File: src/rtl/sgd_pkg.sv
package sgd_pkg;
  typedef enum logic {
    MODE_COUNT   = 1'b0,
    MODE_FOREVER = 1'b1
  } run_mode_e;

  function automatic int unsigned chan_bits(input int unsigned max_chan);
    return $clog2(max_chan + 1);
  endfunction
endpackage

File: src/rtl/sgd_chunk_track.sv
module sgd_chunk_track #(
  parameter int unsigned CHAN_W = 5,
  parameter int unsigned CNT_W  = 22
) (
  input  logic              clk_i,
  input  logic              rst_ni,
  input  logic              load_i,
  input  logic [CHAN_W-1:0] nchan_i,
  input  logic [CNT_W-1:0]  chunk_len_i,
  input  logic              step_i,
  output logic              keep_o
);
  logic [CHAN_W-1:0] nchan_q;
  logic [CNT_W-1:0]  last_q;
  logic [CNT_W-1:0]  pos_q;

  always_ff @(posedge clk_i or negedge rst_ni) begin
    if (!rst_ni) begin
      nchan_q <= '0;
      last_q  <= '0;
      pos_q   <= '0;
    end else if (load_i) begin
      nchan_q <= nchan_i;
      last_q  <= chunk_len_i - CNT_W'(1);
      pos_q   <= '0;
    end else if (step_i) begin
      pos_q <= (pos_q == last_q) ? '0 : pos_q + CNT_W'(1);
    end
  end

  assign keep_o = (pos_q < CNT_W'(nchan_q));
endmodule

File: src/rtl/sgd_budget.sv
module sgd_budget #(
  parameter int unsigned SCAN_W = 16,
  parameter int unsigned CNT_W  = 22,
  localparam int unsigned BUD_W = SCAN_W + CNT_W
) (
  input  logic              clk_i,
  input  logic              rst_ni,
  input  logic              load_i,
  input  logic [SCAN_W-1:0] scans_i,
  input  logic [CNT_W-1:0]  chunk_len_i,
  input  sgd_pkg::run_mode_e mode_i,
  input  logic              step_i,
  output logic              active_o,
  output logic              last_o
);
  import sgd_pkg::*;

  logic [BUD_W-1:0] budget_q;
  run_mode_e        mode_q;
  logic             active_q;
  logic             final_unit;

  assign final_unit = (budget_q == BUD_W'(1));
  assign last_o     = step_i && (mode_q == MODE_COUNT) && final_unit;
  assign active_o   = active_q;

  always_ff @(posedge clk_i or negedge rst_ni) begin
    if (!rst_ni) begin
      budget_q <= '0;
      mode_q   <= MODE_COUNT;
      active_q <= 1'b0;
    end else if (load_i) begin
      budget_q <= BUD_W'(scans_i) * BUD_W'(chunk_len_i);
      mode_q   <= mode_i;
      active_q <= (mode_i == MODE_FOREVER) || (scans_i != '0);
    end else if (step_i && mode_q == MODE_COUNT) begin
      budget_q <= budget_q - BUD_W'(1);
      if (final_unit) active_q <= 1'b0;
    end
  end
endmodule

File: src/rtl/scan_gap_decimator.sv
module scan_gap_decimator #(
  parameter int unsigned DATA_W   = 16,
  parameter int unsigned MAX_CHAN = 16,
  parameter int unsigned GAP_W    = 16,
  parameter int unsigned SCAN_W   = 16,
  localparam int unsigned CHAN_W  = sgd_pkg::chan_bits(MAX_CHAN),
  localparam int unsigned CNT_W   = CHAN_W + GAP_W + 1
) (
  input  logic              clk_i,
  input  logic              rst_ni,
  input  logic              start_i,
  input  logic [CHAN_W-1:0] cfg_nchan_i,
  input  logic [GAP_W-1:0]  cfg_gap_i,
  input  logic [SCAN_W-1:0] cfg_scans_i,
  input  logic              cfg_forever_i,
  input  logic              in_valid_i,
  input  logic [DATA_W-1:0] in_data_i,
  output logic              out_valid_o,
  output logic [DATA_W-1:0] out_data_o,
  output logic              done_o,
  output logic              active_o
);
  import sgd_pkg::*;

  logic [CNT_W-1:0]  chunk_len;
  logic              accept;
  logic              keep;
  logic              last;
  logic              running;
  logic              out_valid_q;
  logic [DATA_W-1:0] out_data_q;
  logic              done_q;
  run_mode_e         mode;

  assign chunk_len = CNT_W'(cfg_nchan_i) * (CNT_W'(cfg_gap_i) + CNT_W'(1));
  assign mode      = cfg_forever_i ? MODE_FOREVER : MODE_COUNT;
  assign accept    = in_valid_i && running && !start_i;

  sgd_chunk_track #(.CHAN_W(CHAN_W), .CNT_W(CNT_W)) u_track (
    .clk_i       (clk_i),
    .rst_ni      (rst_ni),
    .load_i      (start_i),
    .nchan_i     (cfg_nchan_i),
    .chunk_len_i (chunk_len),
    .step_i      (accept),
    .keep_o      (keep)
  );

  sgd_budget #(.SCAN_W(SCAN_W), .CNT_W(CNT_W)) u_budget (
    .clk_i       (clk_i),
    .rst_ni      (rst_ni),
    .load_i      (start_i),
    .scans_i     (cfg_scans_i),
    .chunk_len_i (chunk_len),
    .mode_i      (mode),
    .step_i      (accept),
    .active_o    (running),
    .last_o      (last)
  );

  always_ff @(posedge clk_i or negedge rst_ni) begin
    if (!rst_ni) begin
      out_valid_q <= 1'b0;
      out_data_q  <= '0;
      done_q      <= 1'b0;
    end else begin
      out_valid_q <= accept && keep;
      if (accept && keep) out_data_q <= in_data_i;
      done_q      <= last;
    end
  end

  assign out_valid_o = out_valid_q;
  assign out_data_o  = out_data_q;
  assign done_o      = done_q;
  assign active_o    = running;
endmodule

File: config.mk
export PLATFORM = sky130hd
export DESIGN_NAME = scan_gap_decimator
export DESIGN_NICKNAME = d
export VERILOG_FILES = /design/src/rtl/sgd_pkg.sv /design/src/rtl/sgd_chunk_track.sv /design/src/rtl/sgd_budget.sv /design/src/rtl/scan_gap_decimator.sv
export SDC_FILE = /design/constraint.sdc
export NUM_CORES = 1
export LEC_CHECK = 0
export BUFFER_PORTS_ARGS = -buffer_cell sky130_fd_sc_hd__clkbuf_2
export CORE_MARGIN = 3
export CORE_UTILIZATION = 30
export CTS_CLUSTER_SIZE = 12
export DETAILED_ROUTE_END_ITERATION = 12
export GPL_TIMING_DRIVEN = 0
export MAX_ROUTING_LAYER = met4
export SYNTH_ARGS = -nofsm -noshare
export SYNTH_HDL_FRONTEND = slang
export SYNTH_HIERARCHICAL = 1
export SYNTH_SLANG_ARGS = --single-unit
File: constraint.sdc
create_clock -name clk_i -period 3.5 [get_ports clk_i]
set_input_delay 0.35 -clock clk_i [delete_from_list [all_inputs] [get_ports clk_i]]
set_output_delay 0.35 -clock clk_i [all_outputs]
set_load 0.005 [all_outputs]
# After elaboration in Yosys (flattened, before gate mapping)
# Index checks and enable logic that the tools add are counted.
totals:
  reg_bits: 107
  latch_bits: 0
  ramBits: 0
  romBits: 0
  input_bits: 58
  output_inout_bits: 19
  elab_cells: 40
  memories: 0
classes:
  n_addsub: 4
  multipliers: 2
  n_div: 0
  magnitude_cmp: 1
  n_eq_ne: 2
  shifts: 0
  muxes: 9
  n_bitwise: 1
  reduce_logical: 12
ops:
  columns: ["cell", "count"]
  rows:
  - ["2-to-1 mux 38 bit", 2]
  - ["2-to-1 mux 22 bit", 3]
  - ["equality test 38 x 1 -> 1 bit, second input constant", 1]
  - ["multiplier 16 x 22 -> 38 bit", 1]
  - ["subtractor 38 x 1 -> 38 bit, second input constant", 1]
  - ["adder 22 x 1 -> 22 bit, second input constant", 1]
  - ["equality test 22 bit", 1]
  - ["< comparator 22 x 5 -> 1 bit", 1]
  - ["multiplier 5 x 17 -> 22 bit", 1]
  - ["subtractor 22 x 1 -> 22 bit, second input constant", 1]
  - ["adder 16 x 1 -> 17 bit, second input constant", 1]
  - ["nonzero test 16 bit", 1]
  - ["nonzero test 2 bit", 3]
  - ["logical AND 1 bit", 5]
  - ["2-to-1 mux 1 bit", 4]
  - ["AND reduction 2 bit", 1]
  - ["logical NOT 1 bit", 1]
  - ["logical OR 1 bit", 1]
  - ["inverter 1 bit", 1]

# Logic depth before layout (Yosys ltp)
# Gate-level depths: netlist of the first run.
logic_depth:
  word_depth: 5
  ltp_mapped: 40
  mapped_depth_nobuf: 39

# Hierarchy
# The synthesis of the first run kept the hierarchy.
by_module_without_submodules:
  columns: ["mod", "instances", "cells_per_inst", "area_each_um2", "seq_area_each_um2"]
  rows:
  - ["sgd_budget", 1, 1573, 13596.8, 1001.0]
  - ["scan_gap_decimator", 1, 390, 3525.9, 450.4]
  - ["sgd_chunk_track", 1, 311, 2866.5, 1226.2]

# Least setup slack after synthesis of the first run
# No wires, ideal clock.
synth_timing:
  path_kind: "input -> register"
  startpoint: "in cfg_gap_i[0]"
  endpoint: "reg u_budget.budget_q[29]"
  setup_ns: 0.099
  t_arrival_ns: 10.078
  t_required_ns: 3.401
  slack_ns: -6.677
  path_stages: 35
  path_buffers: 1
  cell_sequence: "ha_1 > nand3_1 > xor2_1 > nor2b_1 > fa_1 > fa_1 > inv_1 > fa_1 > inv_1 > ha_1 > and3_1 > a221oi_2 > o221ai_2 > a31oi_4 > o21ai_2 > xor2_1 > clkbuf_1 > nand2_1 > fa_1 > fa_1 > fa_1 > inv_1 > fa_1 > fa_1 > inv_1 > fa_1 > inv_1 > ha_1 > nand2_1 > a2111oi_0 > nor3_1 > a211o_1 > a211o_1 > o311a_1 > a311oi_1"
synth_between:
  elab_chain_len: 4
synth_rtl:
  columns: ["element", "line", "text"]
  rows:
  - ["start, declared", "scan_gap_decimator.sv:13", "input logic [GAP_W-1:0] cfg_gap_i,"]
  - ["adder 16 x 1 -> 17 bit", "scan_gap_decimator.sv:35", "assign chunk_len = CNT_W'(cfg_nchan_i) * (CNT_W'(cfg_gap_i) + CNT_W'(1));"]
  - ["multiplier 5 x 17 -> 22 bit", "scan_gap_decimator.sv:35", null]
  - ["named net chunk_len[15]", "scan_gap_decimator.sv:25", "logic [CNT_W-1:0] chunk_len;"]
  - ["multiplier 16 x 22 -> 38 bit", "sgd_budget.sv:33", "budget_q <= BUD_W'(scans_i) * BUD_W'(chunk_len_i);"]
  - ["2-to-1 mux 38 bit", "sgd_budget.sv:32", "end else if (load_i) begin"]
  - ["end signal, assigned", "sgd_budget.sv:33", null]
  - ["end signal, assigned", "sgd_budget.sv:37", "budget_q <= budget_q - BUD_W'(1);"]
  - ["end, declared", "sgd_budget.sv:18", "logic [BUD_W-1:0] budget_q;"]
# The timed path passes the listed nets, and every way through them passes these cells.
# A chain may end at the register's enable or synchronous reset.

# Final worst setup path of the first run
layout_timing:
  startpoint: "in cfg_gap_i[2]"
  endpoint: "reg u_budget.budget_q[33]"
# Same word-level chain as after synthesis.

==> flow_summary.ini, run 1 <==
[status]
outcome = complete, but fails checks
violations = setup timing

[cts]
clk_latency_ns = 0.39
htreeDepth = 3
cts_root_buf = clkbuf_16
cts.sinks = 107
clock_path_buffers = 2
clkTransAtPathRegs_ns = 0.08
cts_tree = built
cts_made_buffers = 9

[routing]
drtAntennaViolNets = 0
drc_errors = 0
drtPass1Iterations = 5
drt-vias-per-instance = 4.924
vias = 16707
wl_per_cell_um = 18.16
drt_wl_total_um = 61620
detailedRoute.firstIterationViolations = 1272

[die]
core-area_mm2 = 0.06586
die_h_um = 264.1
die_x_um = 264.1
floorplan.initialDensity = 0.3035
io_pins = 77
die_area_mm2 = 0.06976
core.rowCount = 94

[sta]
tightest_slew_ns = 1.369
finalSetupViolCount = 53
clock_skew_ns = 0.01045
fin_crit_sh = 2.772
slew_viol_final = 0
tns_ns = -199.55
max_slew_margin = 0.08549
hold_violations = 0
rsz0062_at_grt = yes
finalWorstSetupSlack_ns = -6.202
final.min_clock_period_ns = 9.702
fmaxAchievable_mhz = 103.1

[grt]
globalRouteOverflowTotal = 0
grt_max_degree = 72
grt_pass1_wl_um = 98880
antenna_found_initial = 2
grt_pass1_vias = 17772
grt.total_usage = 0.1851

[setup_path]
cpMaxStageDelayCell = fa_1
critPathMaxStageDelay_ns = 0.56
path_max_fanout = 7
reg2reg_depth = 10
worstPathRequired_ns = 3.80
criticalPathCategory = primary input to register
cpMostUsedCell = fa_1
r2r_end = u_budget/budget_q[37]
arrival_ns = 10.01
r2r_slack_ns = -0.32
endpoint_kind = register
worstSetupStartpointType = primary input
r2r-start = u_budget/active_o

[layout]
design_area_mm2 = 0.02587
drive_above_1_share = 0.2446
layout.nets = 3052
final_util = 0.3928
fillCellCount = 6488
area_delta_synth_final_pct = 29.43

[worst_hold_path]
hold_path_class = primary input to register
whs_endpoint = out_data_o[4]
min_from = in_data_i[4]
hold_path_depth = 2

[placed_design]
placedInstanceArea_mm2 = 0.02266
port_buffers = 76
dp_hpwl_um = 45890
gp_congestion = 0.9085

[synth]
ys_ff_latch = 107
yosysWarnings = 6
synthArstFlopShare = 1.000
syn-mean-instance-area_um2 = 8.790
synth_flop_cell = dfrtp_1
ys_types = 78
netlist_instances = 2274
synth_fp_nets = 2804
yosysSeqAreaShare = 0.1340
synth_edf_count = 0
synth_area_mm2 = 0.01999

[flow_run]
maxCapViolations = 0
## cells in the mapped netlist, drive strengths merged (4+ instances only)
cell type | n | area share
inv | 402 | 0.075
fa | 323 | 0.32
nand2 | 290 | 0.054
and2 | 174 | 0.054
ha | 149 | 0.093
dfrtp | 107 | 0.13
nor2 | 106 | 0.020
xnor2 | 91 | 0.040
a21oi | 85 | 0.021
clkbuf | 81 | 0.015
xor2 | 61 | 0.027
nor3 | 40 | 0.010
o21ai | 37 | 0.0095
nor2b | 36 | 0.011
nand3 | 35 | 0.0088
a21o | 28 | 0.011
nor4 | 26 | 0.0092
nand4 | 25 | 0.0086
mux2 | 19 | 0.011
nand2b | 18 | 0.0056
or3 | 13 | 0.0051
and3 | 11 | 0.0034
a211oi | 8 | 0.0030
a31oi | 8 | 0.0033
buf | 8 | 0.0018
or4 | 7 | 0.0030
nor3b | 6 | 0.0025
o31ai | 6 | 0.0025
nor4b | 5 | 0.0025
o211ai | 5 | 0.0019
o21bai | 5 | 0.0019
a211o | 4 | 0.0018
a311oi | 4 | 0.0018
a31o | 4 | 0.0018
and4 | 4 | 0.0018
or2 | 4 | 0.0013
## cells in the final DEF, fill, tap and decap left out, types with 27 or more instances in the layout
cell type	count
a21oi_1	55
xnor2_1	71
buf_4	107
inv_1	370
nor3_1	27
nand2_1	268
ha_4	46
nor2_1	97
ha_1	99
clkbuf_1	56
xor2_1	39
and2_1	157
buf_6	43
fa_1	312
inv_2	31
clkbuf_2	74
nor2b_1	30
dfrtp_1	107
## metrics by stage
stage          instances  hold WS (ns)  worst slack, ns
5_1_grt             3392        0.1796           -6.573
3_3_place_gp        3214        0.4883           -7.766
4_1_cts             3330        0.1663           -6.265
3_5_place_dp        3215        0.2966           -7.771
2_1_floorplan       2274       0.05441           -5.962
6_report            3393        0.1952           -6.202
## metal layers
| layer | wire, µm | track usage | part of all wire | up-vias |
|---|---|---|---|---|
| met1 | 26750 | 0.2460 | 0.43 | 8484 |
| met4 | 1691 | 0.05231 | 0.027 | 0 |
| li1 | - | - | - | 7609 |
| met2 | 28890 | 0.2940 | 0.47 | 529 |
| met5 | 0 | - | 0 | - |
| met3 | 4284 | 0.02869 | 0.070 | 85 |
## worst max path at each step
stage | end | start | cells after the start
final | u_budget/budget_q[33] | cfg_gap_i[2] | 40
after CTS | u_budget/budget_q[35] | cfg_gap_i[2] | 38
after global routing | u_budget/budget_q[35] | cfg_gap_i[2] | 39
after global placement | u_budget/budget_q[35] | cfg_gap_i[0] | 35
after floorplan | u_budget/budget_q[35] | cfg_gap_i[4] | 37
after detailed placement | u_budget/budget_q[35] | cfg_gap_i[2] | 36
## area by class of cell
type                    instances  area, µm²  area share
clock inverters                 6      83.83    0.003240
plain buffers                  89      584.3     0.02258
inverters                     402       1511     0.05842
diodes                          2      5.005   0.0001934
clock buffers                  10      229.0    0.008850
multi-input cells            1676      17740      0.6855
flip-flops and latches        107       2678      0.1035
well taps                     864       1081     0.04178
repair buffers                237       1964     0.07593
## registers in the layout, summed over array words and instances, names as in the netlist
register / count
u_track/last_q: 22
u_track/nchan_q: 5
u_budget/active_o: 1
out_valid_o: 1
u_budget/mode_q: 1
out_data_o: 16
done_o: 1
u_budget/budget_q: 38
u_track/pos_q: 22
## logic make-up after synthesis
group,Yosys count,synth area share
adders and majority gates,472,0.4168
and+or+nand+nor,807,0.2052
muxes,21,0.01171
AOI/OAI and AO/OA,224,0.07317
xor gates and xnor gates,152,0.06660
buffers and inverters,491,0.09258
DFF,107,0.1340
## worst max-delay path: cells and delay by family
kind	cells	cell delay, ns
adders and majority gates	11	4.94
buffers and inverters	10	0.76
xor gates and xnor gates	2	0.41
AOI/OAI and AO/OA	10	2.58
and+or+nand+nor	7	0.96
## timing repair
action / 4_1_cts / 5_1_grt
endpoints found under the hold margin: 36 / 0
pin swaps: 150 / 135
cloned: 1 / 0
gates resized for setup: 206 / 134
endpoints found under the setup margin: 54 / 54
hold buffers: 1 / 0
buffers inserted: 97 / 65
Power of run 1 is left out: the tool's default activity adds up to more than one toggle a clock period on the data nets, which glitch-free logic cannot reach.
==> run 2, diff against run 1 <==
--- a/config.mk
+++ b/config.mk
@@ -12,6 +12,7 @@
 export DETAILED_ROUTE_END_ITERATION = 12
 export GPL_TIMING_DRIVEN = 0
 export MAX_ROUTING_LAYER = met4
+export SKIP_LAST_GASP = 1
 export SYNTH_ARGS = -nofsm -noshare
 export SYNTH_HDL_FRONTEND = slang
 export SYNTH_HIERARCHICAL = 1
==> flow_summary.ini, run 2 (synthesized netlist as in run 1, its figures left out) <==
[setup_path]
cpMaxStageDelayCell = fa_2
worstPathRequired_ns = 3.81
endpoint_kind = register
arrival_ns = 10.07
r2r-start = u_budget/active_o
path_max_fanout = 7
criticalPathCategory = primary input to register
critPathMaxStageDelay_ns = 0.56
worstSetupStartpointType = primary input
cpMostUsedCell = fa_1
setup.worst_path.start = cfg_gap_i[2]

[placed_design]
preCtsSetupSlack_ns = -7.771
gp_congestion = 0.9085
port_buffers = 76
placed_cells = 3215
dp_hpwl_um = 45890
placedInstanceArea_mm2 = 0.02266

[layout]
drive_above_1_share = 0.2358
final_cells = 3377
seq_area_mm2 = 0.002678
multiInputGateArea_mm2 = 0.01766
layout_commonest_cell = inv_1
area_delta_synth_final_pct = 28.29
reg.largest.list = u_budget/budget_q: 38 flops, u_track/last_q: 22 flops, u_track/pos_q: 22 flops
layout_common_cells = inv_1, fa_1, nand2_1, and2_1, dfrtp_1
largest_register = u_budget/budget_q
fillCellCount = 6524
layout.nets = 3036
largest_reg_flops = 38
design_area_mm2 = 0.02564

[grt]
antenna_found_initial = 2
grt_pass1_vias = 17641
grt_util_met2 = 0.2944
grt.total_usage = 0.1850
top_usage_layer = met2
globalRouteOverflowTotal = 0
gr-usage-met1 = 0.2472
use_met3 = 0.02766
grt_pass1_wl_um = 98770
grt_max_degree = 72

[sta]
fin_crit_sh = 2.789
finalSetupViolCount = 52
final.min_clock_period_ns = 9.761
rsz0062_at_grt = yes
tns_ns = -200.63
slew_viol_final = 0
finalWorstSetupSlack_ns = -6.261
tightest_slew_ns = 1.335
max_slew_margin = 0.1079
clock_skew_ns = 0.01019
hold_violations = 0
fmaxAchievable_mhz = 102.4

[cts]
clkTransAtPathRegs_ns = 0.08
cts_root_buf = clkbuf_16
cts.sinks = 107
htreeDepth = 3
clock_path_buffers = 2
clk_latency_ns = 0.39
cts_tree = built
cts_made_buffers = 9

[die]
core.rowCount = 94
floorplan.initialDensity = 0.3035
die_x_um = 264.1
die_h_um = 264.1
die_area_mm2 = 0.06976
io_pins = 77
core-area_mm2 = 0.06586

[routing]
drt-vias-per-instance = 4.923
drt_wl_total_um = 61250
drtPass1Iterations = 5
vias = 16625
detailedRoute.firstIterationViolations = 1294
wl_per_cell_um = 18.14
drc_errors = 0
drtAntennaViolNets = 0

[worst_hold_path]
hold_path_class = primary input to register
min_from = in_data_i[4]

[flow_run]
maxCapViolations = 0

[status]
outcome = complete, but fails checks
violations = setup timing
## run 2: stage by stage
| stage | hold slack (ns) | utilization |
|---|---|---|
| floorplan | 0.05441 | - |
| global placement | 0.4883 | 0.3436 |
| detailed placement | 0.2966 | 0.3441 |
| CTS | 0.1663 | 0.3772 |
| global route | 0.1768 | 0.3893 |
| finish | 0.1890 | 0.3893 |
## run 2: metal layers
| layer | share of wire | up-vias | wire length (µm) |
|---|---|---|---|
| li1 | - | 7573 | - |
| met1 | 0.44 | 8493 | 26970 |
| met2 | 0.47 | 485 | 28930 |
| met3 | 0.064 | 74 | 3943 |
| met4 | 0.023 | 0 | 1412 |
| met5 | 0 | - | 0 |
## run 2: repair_timing
action                                  in CTS  in global routing
resized for setup                          187                109
cloned                                       1                  0
pin swaps                                  145                102
endpoints found under the hold margin       36                  0
hold buffers                                 1                  0
buffers inserted                            97                 50
endpoints found under the setup margin      54                 54
## run 2: area by class of cell
class / instances / area share
multi-input cells: 1676 / 0.6887
flip-flops and latches: 107 / 0.1044
repair buffers: 221 / 0.07094
inverters: 402 / 0.05894
well taps: 864 / 0.04216
plain buffers: 89 / 0.02244
clock buffers: 10 / 0.008929
clock inverters: 6 / 0.003269
diodes: 2 / 0.0001952
## run 2: worst paths after layout
| kind | endpoint | cells past startpoint | slack (ns) |
|---|---|---|---|
| setup / recovery | u_budget/budget_q[35] | 39 | -6.26 |
| min in group asynchronous | u_budget/budget_q[9] | 2 | 0.45 |
| setup reg to reg | u_budget/budget_q[37] | 10 | -0.37 |
| hold reg to reg | out_data_o[1] | 1 | 0.51 |
| max in group asynchronous | u_track/pos_q[10] | 3 | 2.36 |
| hold / removal | out_data_o[4] | 2 | 0.19 |
## run 2: critical path: cells and delay by family
| family | cells | cell delay (ns) |
|---|---|---|
| adders and majority gates | 11 | 4.87 |
| xor gates and xnor gates | 2 | 0.43 |
| buffers and inverters | 9 | 0.74 |
| and+or+nand+nor | 7 | 1.18 |
| AOI/OAI and AO/OA | 10 | 2.47 |
Power of run 2 is left out for the same reason.
